$ cat config.mk
export PLATFORM = sky130hd
export DESIGN_NAME = blk_erase_seq
export DESIGN_NICKNAME = d
export VERILOG_FILES = /design/src/rtl/blk_erase_pkg.sv /design/src/rtl/blk_erase_ctrl.sv /design/src/rtl/blk_erase_bus.sv /design/src/rtl/blk_erase_result.sv /design/src/rtl/blk_erase_seq.sv
export SDC_FILE = /design/constraint.sdc
export NUM_CORES = 1
export LEC_CHECK = 0
export BUFFER_PORTS_ARGS = -buffer_cell sky130_fd_sc_hd__clkbuf_2
export CORE_MARGIN = 1.5
export CORE_UTILIZATION = 45
export DETAILED_ROUTE_END_ITERATION = 8
export GPL_ROUTABILITY_DRIVEN = 0
export PLACE_DENSITY = 0.73
export SLEW_MARGIN = 20
export SYNTH_ARGS = -nofsm -noshare
export SYNTH_HDL_FRONTEND = slang
export SYNTH_SLANG_ARGS = --single-unit
$ cat constraint.sdc
create_clock -name clk_i -period 2.5 [get_ports clk_i]
set_input_delay 0.375 -clock clk_i [delete_from_list [all_inputs] [get_ports clk_i]]
set_output_delay 0.375 -clock clk_i [all_outputs]
set_load 0.05 [all_outputs]
$ cat src/rtl/blk_erase_pkg.sv
package blk_erase_pkg;
  localparam int DATA_W = 16;
  localparam int SEL_BLK_W = 15;

  localparam logic [15:0] ADDR_SEL  = 16'hF100;
  localparam logic [15:0] ADDR_BUF  = 16'hF101;
  localparam logic [15:0] ADDR_CMD  = 16'hF220;
  localparam logic [15:0] ADDR_STAT = 16'hF240;
  localparam logic [15:0] ADDR_INT  = 16'hF241;
  localparam logic [15:0] ADDR_PROT = 16'hF24E;
  localparam logic [15:0] CMD_ERASE = 16'h0094;
  localparam int INT_BIT = 15;
  localparam int ERR_BIT = 10;

  typedef enum logic [3:0] {
    ST_IDLE,
    ST_WR_SEL,
    ST_WR_BUF,
    ST_WR_CMD,
    ST_POLL_RD,
    ST_POLL_CHK,
    ST_STAT_RD,
    ST_STAT_CHK,
    ST_CLR_WR,
    ST_PROT_RD,
    ST_PROT_CHK,
    ST_FIN
  } seq_state_e;
endpackage

$ cat src/rtl/blk_erase_ctrl.sv
module blk_erase_ctrl
  import blk_erase_pkg::*;
#(
  parameter int MAX_POLLS = 1024
) (
  input  logic       clk_i,
  input  logic       rst_ni,
  input  logic       start_i,
  input  logic       auto_int_i,
  input  logic       int_flag_i,
  output seq_state_e state_o,
  output logic       timeout_evt_o
);
  localparam int CNT_W = (MAX_POLLS > 1) ? $clog2(MAX_POLLS) : 1;
  localparam logic [CNT_W-1:0] LAST_POLL = CNT_W'(MAX_POLLS - 1);

  seq_state_e state_q, state_d;
  logic [CNT_W-1:0] poll_q, poll_d;
  logic auto_q, auto_d;
  logic last_poll;

  assign last_poll     = (poll_q == LAST_POLL);
  assign timeout_evt_o = (state_q == ST_POLL_CHK) && !int_flag_i && last_poll;
  assign state_o       = state_q;

  always_comb begin
    state_d = state_q;
    poll_d  = poll_q;
    auto_d  = auto_q;
    unique case (state_q)
      ST_IDLE: if (start_i) begin
        state_d = ST_WR_SEL;
        poll_d  = '0;
        auto_d  = auto_int_i;
      end
      ST_WR_SEL:  state_d = ST_WR_BUF;
      ST_WR_BUF:  state_d = ST_WR_CMD;
      ST_WR_CMD:  state_d = ST_POLL_RD;
      ST_POLL_RD: state_d = ST_POLL_CHK;
      ST_POLL_CHK: begin
        if (int_flag_i) state_d = ST_STAT_RD;
        else if (last_poll) state_d = ST_FIN;
        else begin
          poll_d  = poll_q + 1'b1;
          state_d = ST_POLL_RD;
        end
      end
      ST_STAT_RD:  state_d = ST_STAT_CHK;
      ST_STAT_CHK: state_d = auto_q ? ST_PROT_RD : ST_CLR_WR;
      ST_CLR_WR:   state_d = ST_PROT_RD;
      ST_PROT_RD:  state_d = ST_PROT_CHK;
      ST_PROT_CHK: state_d = ST_FIN;
      ST_FIN:      state_d = ST_IDLE;
      default:     state_d = ST_IDLE;
    endcase
  end

  always_ff @(posedge clk_i or negedge rst_ni) begin
    if (!rst_ni) begin
      state_q <= ST_IDLE;
      poll_q  <= '0;
      auto_q  <= 1'b0;
    end else begin
      state_q <= state_d;
      poll_q  <= poll_d;
      auto_q  <= auto_d;
    end
  end
endmodule

$ cat src/rtl/blk_erase_bus.sv
module blk_erase_bus
  import blk_erase_pkg::*;
#(
  parameter int BLK_W = 10
) (
  input  logic             clk_i,
  input  logic             rst_ni,
  input  logic             start_i,
  input  logic             die_i,
  input  logic [BLK_W-1:0] block_i,
  input  seq_state_e       state_i,
  output logic             req_o,
  output logic             we_o,
  output logic [15:0]      addr_o,
  output logic [15:0]      wdata_o
);
  logic [SEL_BLK_W-1:0] blk_ext;
  logic [15:0] sel_q;

  // fit block number into the selection field
  generate
    if (BLK_W < SEL_BLK_W) begin : g_pad
      assign blk_ext = {{(SEL_BLK_W - BLK_W){1'b0}}, block_i};
    end else begin : g_cut
      assign blk_ext = block_i[SEL_BLK_W-1:0];
    end
  endgenerate

  always_ff @(posedge clk_i or negedge rst_ni) begin
    if (!rst_ni) sel_q <= '0;
    else if (state_i == ST_IDLE && start_i) sel_q <= {die_i, blk_ext};
  end

  always_comb begin
    req_o   = 1'b0;
    we_o    = 1'b0;
    addr_o  = '0;
    wdata_o = '0;
    unique case (state_i)
      ST_WR_SEL:  begin req_o = 1'b1; we_o = 1'b1; addr_o = ADDR_SEL; wdata_o = sel_q; end
      ST_WR_BUF:  begin req_o = 1'b1; we_o = 1'b1; addr_o = ADDR_BUF; wdata_o = {sel_q[15], 15'b0}; end
      ST_WR_CMD:  begin req_o = 1'b1; we_o = 1'b1; addr_o = ADDR_CMD; wdata_o = CMD_ERASE; end
      ST_POLL_RD: begin req_o = 1'b1; addr_o = ADDR_INT; end
      ST_STAT_RD: begin req_o = 1'b1; addr_o = ADDR_STAT; end
      ST_CLR_WR:  begin req_o = 1'b1; we_o = 1'b1; addr_o = ADDR_INT; end
      ST_PROT_RD: begin req_o = 1'b1; addr_o = ADDR_PROT; end
      default: ;
    endcase
  end
endmodule

$ cat src/rtl/blk_erase_result.sv
module blk_erase_result
  import blk_erase_pkg::*;
(
  input  logic        clk_i,
  input  logic        rst_ni,
  input  logic        start_i,
  input  seq_state_e  state_i,
  input  logic [15:0] rdata_i,
  input  logic        timeout_evt_i,
  output logic        error_o,
  output logic        timeout_o,
  output logic [15:0] prot_o
);
  always_ff @(posedge clk_i or negedge rst_ni) begin
    if (!rst_ni) begin
      error_o   <= 1'b0;
      timeout_o <= 1'b0;
      prot_o    <= '0;
    end else if (state_i == ST_IDLE && start_i) begin
      error_o   <= 1'b0;
      timeout_o <= 1'b0;
      prot_o    <= '0;
    end else begin
      if (timeout_evt_i) begin
        error_o   <= 1'b1;
        timeout_o <= 1'b1;
      end
      if (state_i == ST_STAT_CHK && rdata_i[ERR_BIT]) error_o <= 1'b1;
      if (state_i == ST_PROT_CHK) prot_o <= rdata_i;
    end
  end
endmodule

$ cat src/rtl/blk_erase_seq.sv
module blk_erase_seq
  import blk_erase_pkg::*;
#(
  parameter int BLK_W     = 10,
  parameter int MAX_POLLS = 1024
) (
  input  logic             clk_i,
  input  logic             rst_ni,
  input  logic             start_i,
  input  logic             die_i,
  input  logic [BLK_W-1:0] block_i,
  input  logic             auto_int_i,
  output logic             bus_req_o,
  output logic             bus_we_o,
  output logic [15:0]      bus_addr_o,
  output logic [15:0]      bus_wdata_o,
  input  logic [15:0]      bus_rdata_i,
  output logic             busy_o,
  output logic             done_o,
  output logic             error_o,
  output logic             timeout_o,
  output logic [15:0]      prot_o
);
  seq_state_e state;
  logic timeout_evt;

  blk_erase_ctrl #(.MAX_POLLS(MAX_POLLS)) u_ctrl (
    .clk_i        (clk_i),
    .rst_ni       (rst_ni),
    .start_i      (start_i),
    .auto_int_i   (auto_int_i),
    .int_flag_i   (bus_rdata_i[INT_BIT]),
    .state_o      (state),
    .timeout_evt_o(timeout_evt)
  );

  blk_erase_bus #(.BLK_W(BLK_W)) u_bus (
    .clk_i  (clk_i),
    .rst_ni (rst_ni),
    .start_i(start_i),
    .die_i  (die_i),
    .block_i(block_i),
    .state_i(state),
    .req_o  (bus_req_o),
    .we_o   (bus_we_o),
    .addr_o (bus_addr_o),
    .wdata_o(bus_wdata_o)
  );

  blk_erase_result u_res (
    .clk_i        (clk_i),
    .rst_ni       (rst_ni),
    .start_i      (start_i),
    .state_i      (state),
    .rdata_i      (bus_rdata_i),
    .timeout_evt_i(timeout_evt),
    .error_o      (error_o),
    .timeout_o    (timeout_o),
    .prot_o       (prot_o)
  );

  assign busy_o = (state != ST_IDLE);
  assign done_o = (state == ST_FIN);
endmodule

* Word level (Yosys, flattened, before mapping)
Cells that the tools add are included.
** Storage, ports and cells
- Register bits after elaboration :: 44
- Bits of input ports :: 31
- Output and inout port bits :: 54
- Word-level logic and storage cells :: 58
** Cells by class
- $add $sub $neg :: 1
- Eq/ne operators :: 15
- Mux-type cells :: 19
- Reductions and logical operators :: 16
** Operator list (count)
- 16-bit one-hot mux with 6 select lines :: 1
- 16-bit one-hot mux with 3 select lines :: 1
- 4-bit one-hot mux with 11 select lines :: 1
- 16-bit two-way mux :: 2
- 10-bit two-way mux :: 3
- 10-bit one-hot mux with 2 select lines :: 1
- 4-bit by 3-bit == test with 1-bit output (second input constant) :: 4
- 4-bit == test (second input constant) :: 4
- 4-bit two-way mux :: 3
- 10-bit by 1-bit adder with 10-bit output (second input constant) :: 1
- 10-bit == test (second input constant) :: 1
- 4-bit by 2-bit == test with 1-bit output (second input constant) :: 2
- 1-bit two-way mux :: 7
- 7-bit OR reduction :: 1
- 2-bit != test (second input constant) :: 3
- 2-bit nonzero test :: 3
- 4-bit by 1-bit == test with 1-bit output (second input constant) :: 1
- 1-bit logical AND :: 4
- 4-bit zero test :: 1
- 4-bit AND reduction :: 1
- 4-bit nonzero test :: 1
- 4-bit OR reduction :: 1
- 3-bit nonzero test :: 1
- 2-bit AND reduction :: 1
- 2 further kinds :: 2

* Logic depth before layout (Yosys ltp)
- Depth in word-level cells :: 6
- Mapped depth :: 7
- Mapped depth without buffers :: 5

* By module
A second synthesis with hierarchy kept.
** Unflattened totals
- Cell total of the unflattened synthesis :: 257
- Area, all modules :: 2551.2 um2
** Modules (own cells, without submodules)
- blk_erase_ctrl :: times used 1, cells each 99, area an instance 910.9 um2, seq. area each 375.4 um2
- blk_erase_bus :: times used 1, cells each 76, area an instance 813.3 um2, seq. area each 275.3 um2
- blk_erase_result :: times used 1, cells each 80, area an instance 809.5 um2, seq. area each 450.4 um2
- blk_erase_seq :: times used 1, cells each 2, area an instance 17.5 um2, seq. area each 0.0 um2

* Least setup slack after synthesis
OpenSTA, ideal clock, no wires.
- Path type :: register to output
- Start :: register u_ctrl.state_q[0] (netlist: u_ctrl.state_o[0])
- End :: output bus_addr_o[13]
- Arrival time :: 2.552 ns
- Data required time :: 2.125 ns
- Path slack :: -0.427 ns
- Cell stages (with the launch flop) :: 6
- Buffers on the path :: 2
- Cells stage by stage :: dfrtp_1 buf_1 nand2b_1 a21oi_1 or3_1 buf_4
** Between the ends
- Longest elaborated chain between the ends :: 3
- Elaborated cells on any way between the ends :: 9
- Classes of those cells :: eq/ne (7); mux (1); reduce/logical (1)
** RTL lines
- start: declaration :: line blk_erase_ctrl.sv:17 : seq_state_e state_q, state_d;
- start signal: assignment :: line blk_erase_ctrl.sv:64 : state_q <= state_d;
- 4-bit by 3-bit == test with 1-bit output or 4-bit == test (tied branches) :: line blk_erase_bus.sv:39 : unique case (state_i)
- 2-bit OR reduction (no source line)
- 16-bit one-hot mux with 6 select lines (*) :: line blk_erase_bus.sv:39
- end: declaration :: line blk_erase_seq.sv:15 : output logic [15:0] bus_addr_o,
Mark *: on every way between the ends. The rest lies on a longest branch, timed or not.

* Worst setup path after layout
- Start :: register u_ctrl.state_q[1] (netlist: u_ctrl.state_o[1])
- End :: output bus_addr_o[14]
The elaborated chain is that of the path after synthesis.

==> results.yml <==
status:
  outcome: "completed"
synthesis:
  synth_cell_types: 45
  synth.avg_cell_area_um2: 9.588
  async_flop_share_pct: 100.0
  synth-main-ff-cell: "dfrtp_1"
  synth_edf_count: 0
  seq_area_frac_synth_pct: 46.12
  syn-instance-count: 249
  synth.cell_area_um2: 2387
  yosys_warnings: 0
  synth-seq-cells: 44
clock_tree:
  h-tree-depth: 2
  clk_latency_ns: 0.30
  ctsLongestPathBuffers: 2
  cts_inserted_buffers: 5
  clk_pin_slew_ns: 0.09
  cts_root_buf: "clkbuf_8"
  tritoncts: "yes"
  clkSinkCount: 44
routing:
  avgRoutedWirePerCell_um: 13.61
  dr.pass1.iters: 4
  vias: 2030
  drc_errors: 0
  drt-initial-drc-count: 115
  ant_nets: 0
  viasPerCell: 5.192
  wirelength_mm: 5.323
finish:
  layout_common_cells: "clkbuf_2, dfrtp_1, nand2_1"
  diodes: 0
  drive_gt1_share_pct: 33.33
  nNetsFinal: 352
  areaGrowthSynthToFinish_pct: 21.59
  mostFrequentLayoutCell: "clkbuf_2"
sta:
  fin_crit_sh_pct: 94.71
  grt_setup_unrepaired: "false"
  fin_tns_setup_ns: 0
  period_minus_slack_ns: 2.368
  setup_violations: 0
  fin_skew_ns: 0.008614
  final_max_slew_viol_count: 0
  relSlewSlack_pct: 64.30
  worstMarginPinSlew_ns: 0.5355
  fmax_mhz: 422.3
  hold_violations: 0
min_path:
  hp-start: "bus_rdata_i[5]"
  hold-path-endpoint: "u_res.prot_o[5]"
  min_path_type: "in -> reg"
  min_path_cells: 3
global_routing:
  grt_antenna_before_repair: 0
  track_usage_pct: 20.03
  grt_max_degree: 23
  grt_pass1_vias: 1839
  grt_overflow: 0
  grt_pass1_wl_mm: 8.638
die:
  die_y_um: 75.84
  dieArea_um2: 5751
  ios: 85
  fp.dieW_um: 75.84
  core_um2: 5107
  initial_core_util_pct: 46.74
  row_count: 26
flow_run:
  drv_cap: 0
critical_path:
  path_max_fanout: 10
  critical_path.startpoint: "u_ctrl.state_o[1]"
  r2r_cells: 4
  reg2reg_slack_ns: 0.29
  rr_endpoint: "u_ctrl.poll_q[9]"
  required_ns: 2.12
  crit-reg2reg-launch: "u_ctrl.state_o[1]"
  critPathArrivalTime_ns: 1.99
  critical_path.endpoint_type: "output pin"
  critical_path_class: "reg -> out"
  start_kind: "flop"
place:
  hpwl_mm: 3.963
  io_buffers: 75
-- worst max-delay path by stage --
stage | to | depth (start not counted)
3_3_place_gp | u_ctrl.poll_q[9] | 4
4_1_cts | bus_addr_o[14] | 4
6_report | bus_addr_o[14] | 5
2_1_floorplan | bus_addr_o[0] | 3
3_5_place_dp | u_ctrl.poll_q[9] | 4
5_1_grt | bus_wdata_o[3] | 4
-- Yosys cell counts (2+ instances only) --
master	instances	area [um2]
o22ai_1	2	12.51
nand3_1	5	25.02
mux2_2	4	45.04
nor2_1	15	56.30
or2_1	2	12.51
nand4_1	3	18.77
inv_1	5	18.77
o41ai_1	4	35.03
a211oi_1	4	30.03
clkbuf_1	7	26.28
o31ai_1	2	15.01
buf_4	14	105.1
dfrtp_1	44	1101
mux2_1	12	135.1
or3_1	6	37.54
and4_1	3	26.28
and2_1	10	62.56
nand2b_1	3	18.77
a2111o_1	4	45.04
nand2_1	39	146.4
a21oi_1	24	120.1
nor2b_1	4	25.02
a21o_1	4	30.03
a31oi_1	2	12.51
nor3_1	2	10.01
buf_2	6	30.03
-- kinds of logic after synthesis --
logic type                 synth area share [%]
and+or+nand+nor                           20.91
AOI/OAI and AO/OA                         16.19
DFF                                       46.12
buffers and inverters                     8.176
muxes                                     7.547
adders and majority gates                0.5240
other                                    0.1571
xor gates and xnor gates                 0.3669
-- worst max-delay path, stage by stage (launching register included) --
cell and delay [ns]:
dfrtp_1 0.51, buf_4 0.23, nand2b_1 0.23, a21oi_4 0.09
or3_4 0.39, clkbuf_2 0.25
-- area by class of cell --
class | instances | area (um2)
clock buffers | 5 | 68.82
clock inverters | 3 | 18.77
fillers | 479 | 2205
inverters | 5 | 18.77
multi-input cells | 179 | 1154
flip-flops and latches | 44 | 1102
well taps | 70 | 87.58
repair buffers | 85 | 452.9
-- layer usage --
| metal | track usage (%) | part of all wire, % | up-vias |
|---|---|---|---|
| li1 | - | - | 998 |
| met1 | 26.90 | 45 | 969 |
| met2 | 31.21 | 48 | 56 |
| met3 | 5.423 | 5.2 | 7 |
| met4 | 7.143 | 1.7 | 0 |
| met5 | 0 | 0 | - |
-- stage by stage --
step	cells	setup WS [ns]	area (um2)	util, %	hold slack, ns
2_1_floorplan	257	0.004590	2447	-	0.07941
3_3_place_gp	382	0.3239	2801	54.85	0.2849
3_5_place_dp	382	0.2722	2801	54.85	0.2874
4_1_cts	391	0.07689	2902	56.81	0.2680
5_1_grt	391	0.02355	2903	56.83	0.2749
6_report	391	0.1322	2903	56.83	0.2759
-- state kept, by name, summed over array words and instances, names as in the netlist --
name	cells
u_bus.sel_q	11
u_ctrl.auto_q	1
u_ctrl.poll_q	10
u_ctrl.state_o	4
u_res.error_o	1
u_res.prot_o	16
u_res.timeout_o	1
-- what timing repair did --
action | 4_1_cts | 5_1_grt
hold endpoints to repair | 12 | 0
hold buffers | 1 | 0
gates resized for setup | 1 | 1
endpoints found under the setup margin | 10 | 15
buffers inserted | 0 | 0
Power is not shown: default switching activity piles up to over one toggle a cycle in this logic, so the estimate is an artifact.
